===== src/rtl/adc_seq_pkg.sv =====
package adc_seq_pkg;

    localparam int DIV_W     = 6;
    localparam int CONV_CLKS = 17;
    localparam int LEFT_W    = $clog2(CONV_CLKS + 1);
    localparam int SYNC_LEN  = 2;

    typedef struct packed {
        logic       pwr;
        logic       ref_ext;
        logic [1:0] div_code;
        logic [1:0] acq_code;
        logic       tmr_en;
        logic       ext_en;
    } ctrl_t;

    typedef enum logic [1:0] {
        ST_IDLE,
        ST_ACQ,
        ST_CONV,
        ST_DONE
    } seq_state_e;

    // Non-monotonic divider code to master clocks per ADC clock
    function automatic logic [DIV_W-1:0] div_ratio(input logic [1:0] code);
        case (code)
            2'b00:   return DIV_W'(8);
            2'b01:   return DIV_W'(4);
            2'b10:   return DIV_W'(16);
            default: return DIV_W'(32);
        endcase
    endfunction

    // Track-time code to ADC clocks
    function automatic logic [LEFT_W-1:0] acq_ticks(input logic [1:0] code);
        return LEFT_W'(code) + LEFT_W'(1);
    endfunction

endpackage


===== src/rtl/adc_clk_div.sv =====
module adc_clk_div
    import adc_seq_pkg::*;
#(
    parameter int W = DIV_W
) (
    input  logic         clk,
    input  logic         rst,
    input  logic         run,
    input  logic [W-1:0] ratio,
    output logic         tick
);

    logic [W-1:0] cnt_q;

    assign tick = run && (cnt_q == ratio - W'(1));

    always_ff @(posedge clk) begin
        if (rst || !run) begin
            cnt_q <= '0;
        end else if (tick) begin
            cnt_q <= '0;
        end else begin
            cnt_q <= cnt_q + W'(1);
        end
    end


    div_count_step_chk: assert property (@(posedge clk) disable iff (rst)
        (run && $past(run) && !$past(tick)) |-> (cnt_q == $past(cnt_q) + W'(1)));


    div_count_range_chk: assert property (@(posedge clk) disable iff (rst)
        run |-> (cnt_q < ratio));

endmodule


===== src/rtl/adc_trig_sel.sv =====
module adc_trig_sel
    import adc_seq_pkg::*;
#(
    parameter int SYNC = SYNC_LEN
) (
    input  logic clk,
    input  logic rst,
    input  logic sw_start,
    input  logic timer_ovf,
    input  logic convst_n,
    input  logic tmr_en,
    input  logic ext_en,
    output logic trig
);

    logic [SYNC-1:0] sync_q;
    logic            prev_q;
    logic            ext_fall;

    generate
        if (SYNC == 1) begin : g_one
            always_ff @(posedge clk) begin
                if (rst) sync_q <= '1;
                else     sync_q <= convst_n;
            end
        end else begin : g_chain
            always_ff @(posedge clk) begin
                if (rst) sync_q <= '1;
                else     sync_q <= {sync_q[SYNC-2:0], convst_n};
            end
        end
    endgenerate

    always_ff @(posedge clk) begin
        if (rst) prev_q <= 1'b1;
        else     prev_q <= sync_q[SYNC-1];
    end

    assign ext_fall = prev_q && !sync_q[SYNC-1];
    assign trig     = sw_start || (tmr_en && timer_ovf) || (ext_en && ext_fall);


    ext_fall_single_chk: assert property (@(posedge clk) disable iff (rst)
        ext_fall |=> !ext_fall);

endmodule


===== src/rtl/adc_seq_fsm.sv =====
module adc_seq_fsm
    import adc_seq_pkg::*;
#(
    parameter int W     = DIV_W,
    parameter int LW    = LEFT_W,
    parameter int NCONV = CONV_CLKS
) (
    input  logic          clk,
    input  logic          rst,
    input  logic          powered,
    input  logic          trig,
    input  logic          tick,
    input  logic [1:0]    div_code,
    input  logic [1:0]    acq_code,
    output seq_state_e    state_q,
    output logic [W-1:0]  ratio_q
);

    logic [LW-1:0] left_q;

    always_ff @(posedge clk) begin
        if (rst) begin
            state_q <= ST_IDLE;
            ratio_q <= div_ratio(2'b00);
            left_q  <= '0;
        end else if (!powered) begin
            state_q <= ST_IDLE;
        end else begin
            case (state_q)
                ST_IDLE: begin
                    if (trig) begin
                        state_q <= ST_ACQ;
                        ratio_q <= div_ratio(div_code);
                        left_q  <= acq_ticks(acq_code);
                    end
                end
                ST_ACQ: begin
                    if (tick) begin
                        if (left_q == LW'(1)) begin
                            state_q <= ST_CONV;
                            left_q  <= LW'(NCONV);
                        end else begin
                            left_q <= left_q - LW'(1);
                        end
                    end
                end
                ST_CONV: begin
                    if (tick) begin
                        if (left_q == LW'(1)) state_q <= ST_DONE;
                        else                  left_q  <= left_q - LW'(1);
                    end
                end
                default: state_q <= ST_IDLE;
            endcase
        end
    end


    done_single_chk: assert property (@(posedge clk) disable iff (rst)
        (state_q == ST_DONE) |=> (state_q == ST_IDLE));


    done_after_conv_chk: assert property (@(posedge clk) disable iff (rst)
        (state_q == ST_DONE) |-> ($past(state_q) == ST_CONV));


    pwr_down_idle_chk: assert property (@(posedge clk) disable iff (rst)
        !powered |=> (state_q == ST_IDLE));


    ratio_hold_chk: assert property (@(posedge clk) disable iff (rst)
        (state_q != ST_IDLE && $past(state_q) != ST_IDLE) |-> $stable(ratio_q));


    acq_entry_chk: assert property (@(posedge clk) disable iff (rst)
        (state_q == ST_ACQ && $past(state_q) != ST_IDLE) |-> ($past(state_q) == ST_ACQ));

endmodule


===== src/rtl/adc_seq_top.sv =====
module adc_seq_top
    import adc_seq_pkg::*;
(
    input  logic       clk,
    input  logic       rst,
    input  logic       ctrl_we,
    input  logic [7:0] ctrl_wdata,
    input  logic       sw_start,
    input  logic       timer_ovf,
    input  logic       convst_n,
    output logic       ref_ext,
    output logic       adc_tick,
    output logic       sample_hold,
    output logic       conv_busy,
    output logic       conv_done
);

    ctrl_t            ctrl_q;
    seq_state_e       state;
    logic [DIV_W-1:0] ratio;
    logic             trig;

    always_ff @(posedge clk) begin
        if (rst)          ctrl_q <= '0;
        else if (ctrl_we) ctrl_q <= ctrl_t'(ctrl_wdata);
    end

    adc_trig_sel #(.SYNC(SYNC_LEN)) u_trig (
        .clk       (clk),
        .rst       (rst),
        .sw_start  (sw_start),
        .timer_ovf (timer_ovf),
        .convst_n  (convst_n),
        .tmr_en    (ctrl_q.tmr_en),
        .ext_en    (ctrl_q.ext_en),
        .trig      (trig)
    );

    adc_seq_fsm #(.W(DIV_W), .LW(LEFT_W), .NCONV(CONV_CLKS)) u_fsm (
        .clk      (clk),
        .rst      (rst),
        .powered  (ctrl_q.pwr),
        .trig     (trig),
        .tick     (adc_tick),
        .div_code (ctrl_q.div_code),
        .acq_code (ctrl_q.acq_code),
        .state_q  (state),
        .ratio_q  (ratio)
    );

    adc_clk_div #(.W(DIV_W)) u_div (
        .clk   (clk),
        .rst   (rst),
        .run   (conv_busy),
        .ratio (ratio),
        .tick  (adc_tick)
    );

    assign ref_ext     = ctrl_q.ref_ext;
    assign sample_hold = (state == ST_ACQ);
    assign conv_busy   = (state == ST_ACQ) || (state == ST_CONV);
    assign conv_done   = (state == ST_DONE);


    unpowered_quiet_chk: assert property (@(posedge clk) disable iff (rst)
        (!ctrl_q.pwr && !$past(ctrl_q.pwr)) |-> (!conv_busy && !conv_done));

endmodule


===== config.mk =====
export PLATFORM = sky130hd
export DESIGN_NAME = adc_seq_top
export DESIGN_NICKNAME = d
export VERILOG_FILES = /design/src/rtl/adc_seq_pkg.sv /design/src/rtl/adc_clk_div.sv /design/src/rtl/adc_trig_sel.sv /design/src/rtl/adc_seq_fsm.sv /design/src/rtl/adc_seq_top.sv
export SDC_FILE = /design/constraint.sdc
export NUM_CORES = 1
export LEC_CHECK = 0
export ABC_AREA = 1
export BUFFER_PORTS_ARGS = -buffer_cell sky130_fd_sc_hd__buf_2
export CORE_ASPECT_RATIO = 1.25
export CORE_MARGIN = 1.5
export CORE_UTILIZATION = 40
export DETAILED_ROUTE_END_ITERATION = 8
export HOLD_SLACK_MARGIN = 0.15
export SYNTH_ARGS = -nofsm -noshare
export SYNTH_HDL_FRONTEND = slang
export SYNTH_SLANG_ARGS = --single-unit

===== constraint.sdc =====
create_clock -name clk -period 5.59 [get_ports clk]
set_clock_uncertainty 0.1 [all_clocks]
set_input_delay 0 -clock clk [delete_from_list [all_inputs] [get_ports clk]]
set_output_delay 0 -clock clk [all_outputs]
set_load 0.02 [all_outputs]

Word level (Yosys, flattened, before mapping)
Cells that the tools add are included. W data, S select, Z words.

Add/sub/neg operators: 4. Equal/unequal tests: 13. Multiplexer cells: 13. Bitwise logic cells: 1. Reduce and logical (&&, ||, !) cells: 18.

Operators with widths (number): $mux W5 (5); $pmux W6 S3 (1); $pmux W5 S3 (1); $mux W2 (5); $ne A2 B2 Y1 const B (4); $add A6 B1 Y6 const B (1); $eq A2 B2 Y1 const B (3); $eq A6 B6 Y1 (1); $pmux W2 S3 (1); $reduce_and A6 Y1 (1); $sub A6 B1 Y6 const B (1); $eq A5 B1 Y1 const B (1); $reduce_and A5 Y1 (1); $sub A5 B1 Y5 const B (1); $eq A2 B1 Y1 const B (2); $logic_and A1 B1 Y1 (4); $logic_not A2 Y1 (2); $logic_or A1 B1 Y1 (4); $ne A2 B1 Y1 const B (2); $reduce_or A2 Y1 (2); $add A2 B1 Y3 const B (1); $reduce_and A3 Y1 (1); $reduce_bool A3 Y1 (1); $logic_not A1 Y1 (2); $not A1 Y1 (1).

Register bits: 30. Input bits: 14. Output and inout bits: 5.

Logic depth before layout (Yosys ltp)
Depth after elaboration: 6. Depth in mapped cells: 15. Mapped depth without buffers: 15.

Hierarchy
A second synthesis with hierarchy kept.

Cells, all modules: 254. Area total of the unflattened synthesis: 1752.9 um^2.

By module, submodules not included: adc_seq_fsm (instances 1, cells each 110, area an instance 797.0 um^2); adc_clk_div (instances 1, cells each 79, area an instance 485.5 um^2); adc_seq_top (instances 1, cells each 55, area an instance 374.1 um^2); adc_trig_sel (instances 1, cells each 10, area an instance 96.3 um^2).

Least setup slack after synthesis
Ideal clock, no wire load.

Kind: register to register. Start: register u_fsm.state_q[0]. End: register u_fsm.left_q[2]. Library setup time: 113 ps. Arrival: 1718 ps. Data required time: 5377 ps. Slack: 3660 ps. Cell stages (with the launch flop): 14. Path buffers: 0. Path through: dfxtp_1 > inv_1 > ha_1 > nand2_1 > nor2_1 > nand2_1 > nor2_2 > nand2_2 > nand2_1 > nand2_2 > nor2_8 > nand2_1 > nand2_1 > nor2_1.

Longest elaborated chain between the ends: 5. Elaborated cells between the ends (all ways): 12.

RTL lines: start, declared (line adc_seq_fsm.sv:15) `output seq_state_e state_q,`; start signal, assigned (line adc_seq_fsm.sv:23) `state_q <= ST_IDLE;`; start signal, assigned (line adc_seq_fsm.sv:27) `state_q <= ST_IDLE;`; start signal, assigned (line adc_seq_fsm.sv:32) `state_q <= ST_ACQ;`; $eq A2 B1 Y1 / $eq A2 B2 Y1 (equally long branches) (line adc_seq_top.sv:61) `assign conv_busy = (state == ST_ACQ) || (state == ST_CONV);`; $logic_or A1 B1 Y1 (*) (line adc_seq_top.sv:61); via conv_busy (line adc_seq_top.sv:14) `output logic conv_busy,`; $logic_and A1 B1 Y1 (*) (line adc_clk_div.sv:15) `assign tick = run && (cnt_q == ratio - W'(1));`; $ne A2 B2 Y1 (no line); $reduce_and A6 Y1 (no line) (*); end signal, assigned (line adc_seq_fsm.sv:34) `left_q <= acq_ticks(acq_code);`; end signal, assigned (line adc_seq_fsm.sv:41) `left_q <= LW'(NCONV);`; end signal, assigned (line adc_seq_fsm.sv:43) `left_q <= left_q - LW'(1);`; end, declared (line adc_seq_fsm.sv:19) `logic [LW-1:0] left_q;`.

Mark *: on every way through the listed nets, which the timed path passes. The rest lies on a longest branch. A chain may end at the register's enable or synchronous reset.

Worst setup path after layout
Start: register u_fsm.state_q[0]. End: register u_fsm.left_q[3].

Longest elaborated chain between the ends: 5. Elaborated cells between the ends (all ways): 12.

RTL lines (line): $eq A2 B1 Y1 / $eq A2 B2 Y1 (equally long branches) (adc_seq_fsm.sv:29, adc_seq_top.sv:61); $logic_or A1 B1 Y1 (adc_seq_top.sv:61); $logic_and A1 B1 Y1 (adc_clk_div.sv:15); $ne A2 B2 Y1 (no line); $reduce_and A6 Y1 (no line).

Several ways; a longest one is shown, not always the timed one.

==> flow_metrics.py <==
metrics = {
    "synthesis": {
        "postSynthCellCount": 206,
        "yosys_warnings": 0,
        "synth-edff-count": 0,
        "yosysSeqAreaShare_pct": 38.2,
        "yosys-top-cells-area": "dfxtp_1, nor2_1, nand2_1",
        "syn-cell-area_um2": 1470,
        "yosysTopAreaCell": "dfxtp_1",
        "synthFlopType": "dfxtp_1",
        "synth_seq_cells": 28,
        "syn-num-nets": 229,
        "netlist-cell-type-count": 26,
        "synthArstFlopShare_pct": 0,
        "synth_top_area_share_pct": 38.2,
        "synth_area_per_cell_um2": 7.12,
    },
    "setup_path": {
        "critPathSlowestCell": "dfxtp_1",
        "cp-end-kind": "flip-flop",
        "startpoint_type": "flip-flop",
        "crit_type": "flip-flop to flip-flop",
        "cp_cell_sequence": "inv_1, ha_1, nand2_1, nor2_1, nand2_1, nor2_2, nand2_2, nand2_1, nand2_2, nor2_8, nand2_1, nand2_1, nor2_1",
        "critPathMaxStageDelay_ps": 390,
        "required_ps": 5680,
        "crit_arrival_ps": 2080,
        "crit_path_frequent_cell": "nand2_1",
        "cp_max_fo": 8,
    },
    "sta": {
        "slew_violations": 0,
        "setup_violations": 0,
        "slew_headroom_pct": 71.2,
        "period_share_pct": 35.7,
        "finalHoldViolations": 0,
        "tightestPinTransition_ps": 432,
        "rsz0062_at_grt": "no",
        "hold_slack_ps": 245,
        "min_period_ps": 1990,
        "setup_tns_ps": 0,
        "fmax_ghz": 0.502,
    },
    "global_routing": {
        "grt_start_max_net_pins": 17,
        "first_global_vias": 1310,
        "antenna_found_initial": 0,
        "gr-total-overflow": 0,
        "grt_usage_pct": 17.0,
        "grt_pass1_wl_um": 5430,
    },
    "outcome": {
        "status": "complete, no violations",
    },
    "pwr": {
        "power_per_cell_area_nw_per_um2": 244,
        "total_leakage_power_nw": 0.896,
        "vdd_ir_drop_max_mv": 0.151,
    },
    "finish": {
        "final_cell_mix": "nor2_1, nand2_1, dfxtp_1",
        "area_growth_syn_to_layout_pct": 30.2,
        "n_antenna_cell": 0,
        "finalInstanceArea_um2": 1910,
        "final_common_cell": "nor2_1",
        "final_nets": 274,
        "finalNonFillerCells": 289,
        "drive_above_1_share_pct": 13.2,
        "fillers": 346,
    },
    "drt": {
        "via_count": 1343,
        "final_antenna_net_count": 0,
        "viasPerCell": 4.65,
        "first_pass_iters": 4,
        "drc": 0,
        "wirelength_um": 3170,
        "wl_per_cell_um": 11.0,
        "drt-initial-drc-count": 26,
    },
    "place": {
        "io_buffers": 18,
        "placed_area_um2": 1600,
        "hpwl_um": 2230,
        "gp_congestion": 0.807,
        "dpl.cell_count": 261,
    },
    "die": {
        "row_count": 24,
        "ioPinCount": 19,
        "core_um2": 3480,
        "initial_core_util_pct": 42.1,
        "die-area_um2": 4040,
        "die_h_um": 70.7,
        "die_w_um": 57.2,
    },
    "clock_network": {
        "cts_root_buffer": "clkbuf_8",
        "clkSinkCount": 28,
        "post-cts-setup-buffer-count": 0,
        "cts_buffer_depth": 2,
        "cts_tree": "done",
        "insertion_delay_ps": 280,
        "clk_pin_slew_ps": 100,
        "htreeDepth": 1,
        "numCtsBuffers": 3,
    },
    "worst_hold_path": {
        "hold_path_class": "primary input to flip-flop",
    },
    "job": {
        "cap_violations": 0,
    },
}
==> stage by stage <==
stage / power, mW / worst slack [ps] / utilization (%)
floorplan: 0.275 / 3660 / -
global placement: 0.294 / 3660 / 45.9
detailed placement: 0.293 / 3600 / 45.9
CTS: 0.467 / 3590 / 54.8
global route: 0.489 / 3360 / 54.8
finish: 0.466 / 3600 / 54.8
==> sequential cells by signal (all words and copies together) (netlist names) <==
register and count:
u_fsm.ratio_q 4, ref_ext 1, u_fsm.left_q 5, u_div.cnt_q 6, u_trig.prev_q 1, ctrl_q 7, u_fsm.state_q 2, u_trig.sync_q 2
==> synthesized netlist by cell type (2+ instances only) <==
master,instances
clkbuf_1,2
or2_2,2
nor3b_1,2
ha_1,9
dfxtp_1,28
nand3_1,9
nand4_1,2
a211oi_1,2
nand2_1,39
a21oi_1,10
inv_1,26
xor2_1,4
nand2_2,4
xnor2_1,3
nor2_1,41
o21ai_0,13
==> path summary, 6_finish.rpt <==
path | startpoint | end | slack [ps] | depth (start not counted)
worst min register to register | u_trig.sync_q[0] | u_trig.sync_q[1] | 320 | 1
worst max-delay path | u_fsm.state_q[0] | u_fsm.left_q[3] | 3600 | 13
worst max register to register | u_fsm.state_q[0] | u_fsm.left_q[3] | 3600 | 13
worst min-delay path | sw_start | u_fsm.ratio_q[5] | 240 | 6
==> layer usage <==
layer / vias to the layer above / part of all wire (%) / track usage (%)
met2: 18 / 50 / 30.8
met4: 0 / 1.7 / 7.49
met5: - / 0 / 0
met1: 589 / 45 / 19.2
met3: 6 / 2.7 / 2.74
li1: 730 / - / -
==> critical path: cells and delay by family, from the launching register on <==
| family | cells | cell delay, ps |
|---|---|---|
| adder cells (fa/ha/maj) | 1 | 390 |
| buffers and inverters | 1 | 90 |
| flip-flops | 1 | 390 |
| AND/OR/NAND/NOR | 11 | 940 |
==> what timing repair did <==
item | 4_1_cts | 5_1_grt
endpoints found under the hold margin | 16 | 0
hold buffers | 24 | 0
resized for setup | 0 | 0
==> power breakdown <==
group          internal [mW]  switching, mW  total, mW
logic                 0.0403         0.0465     0.0868
registers              0.210        0.00705      0.217
clock network         0.0960         0.0660      0.162
total                  0.346          0.120      0.466
==> cell families after synthesis <==
family,count (synthesis),share of synthesized area [%]
adders and majority gates,9,7.68
and+or+nand+nor,106,32.6
xor gates and xnor gates,7,4.18
DFF,28,38.2
buffers and inverters,29,7.42
AOI/OAI and AO/OA,27,9.90
==> layout make-up <==
| class | count | area, µm² | share of cell area [%] |
|---|---|---|---|
| clock buffer | 3 | 41.3 | 2.16 |
| inverter | 27 | 101 | 5.31 |
| timing repair buffer | 42 | 330 | 17.3 |
| sequential | 28 | 561 | 29.4 |
| tap | 39 | 48.8 | 2.56 |
| clock inverter | 1 | 30.0 | 1.57 |
| multi-input combinational | 149 | 797 | 41.7 |
(Power assumes the default switching activity.)
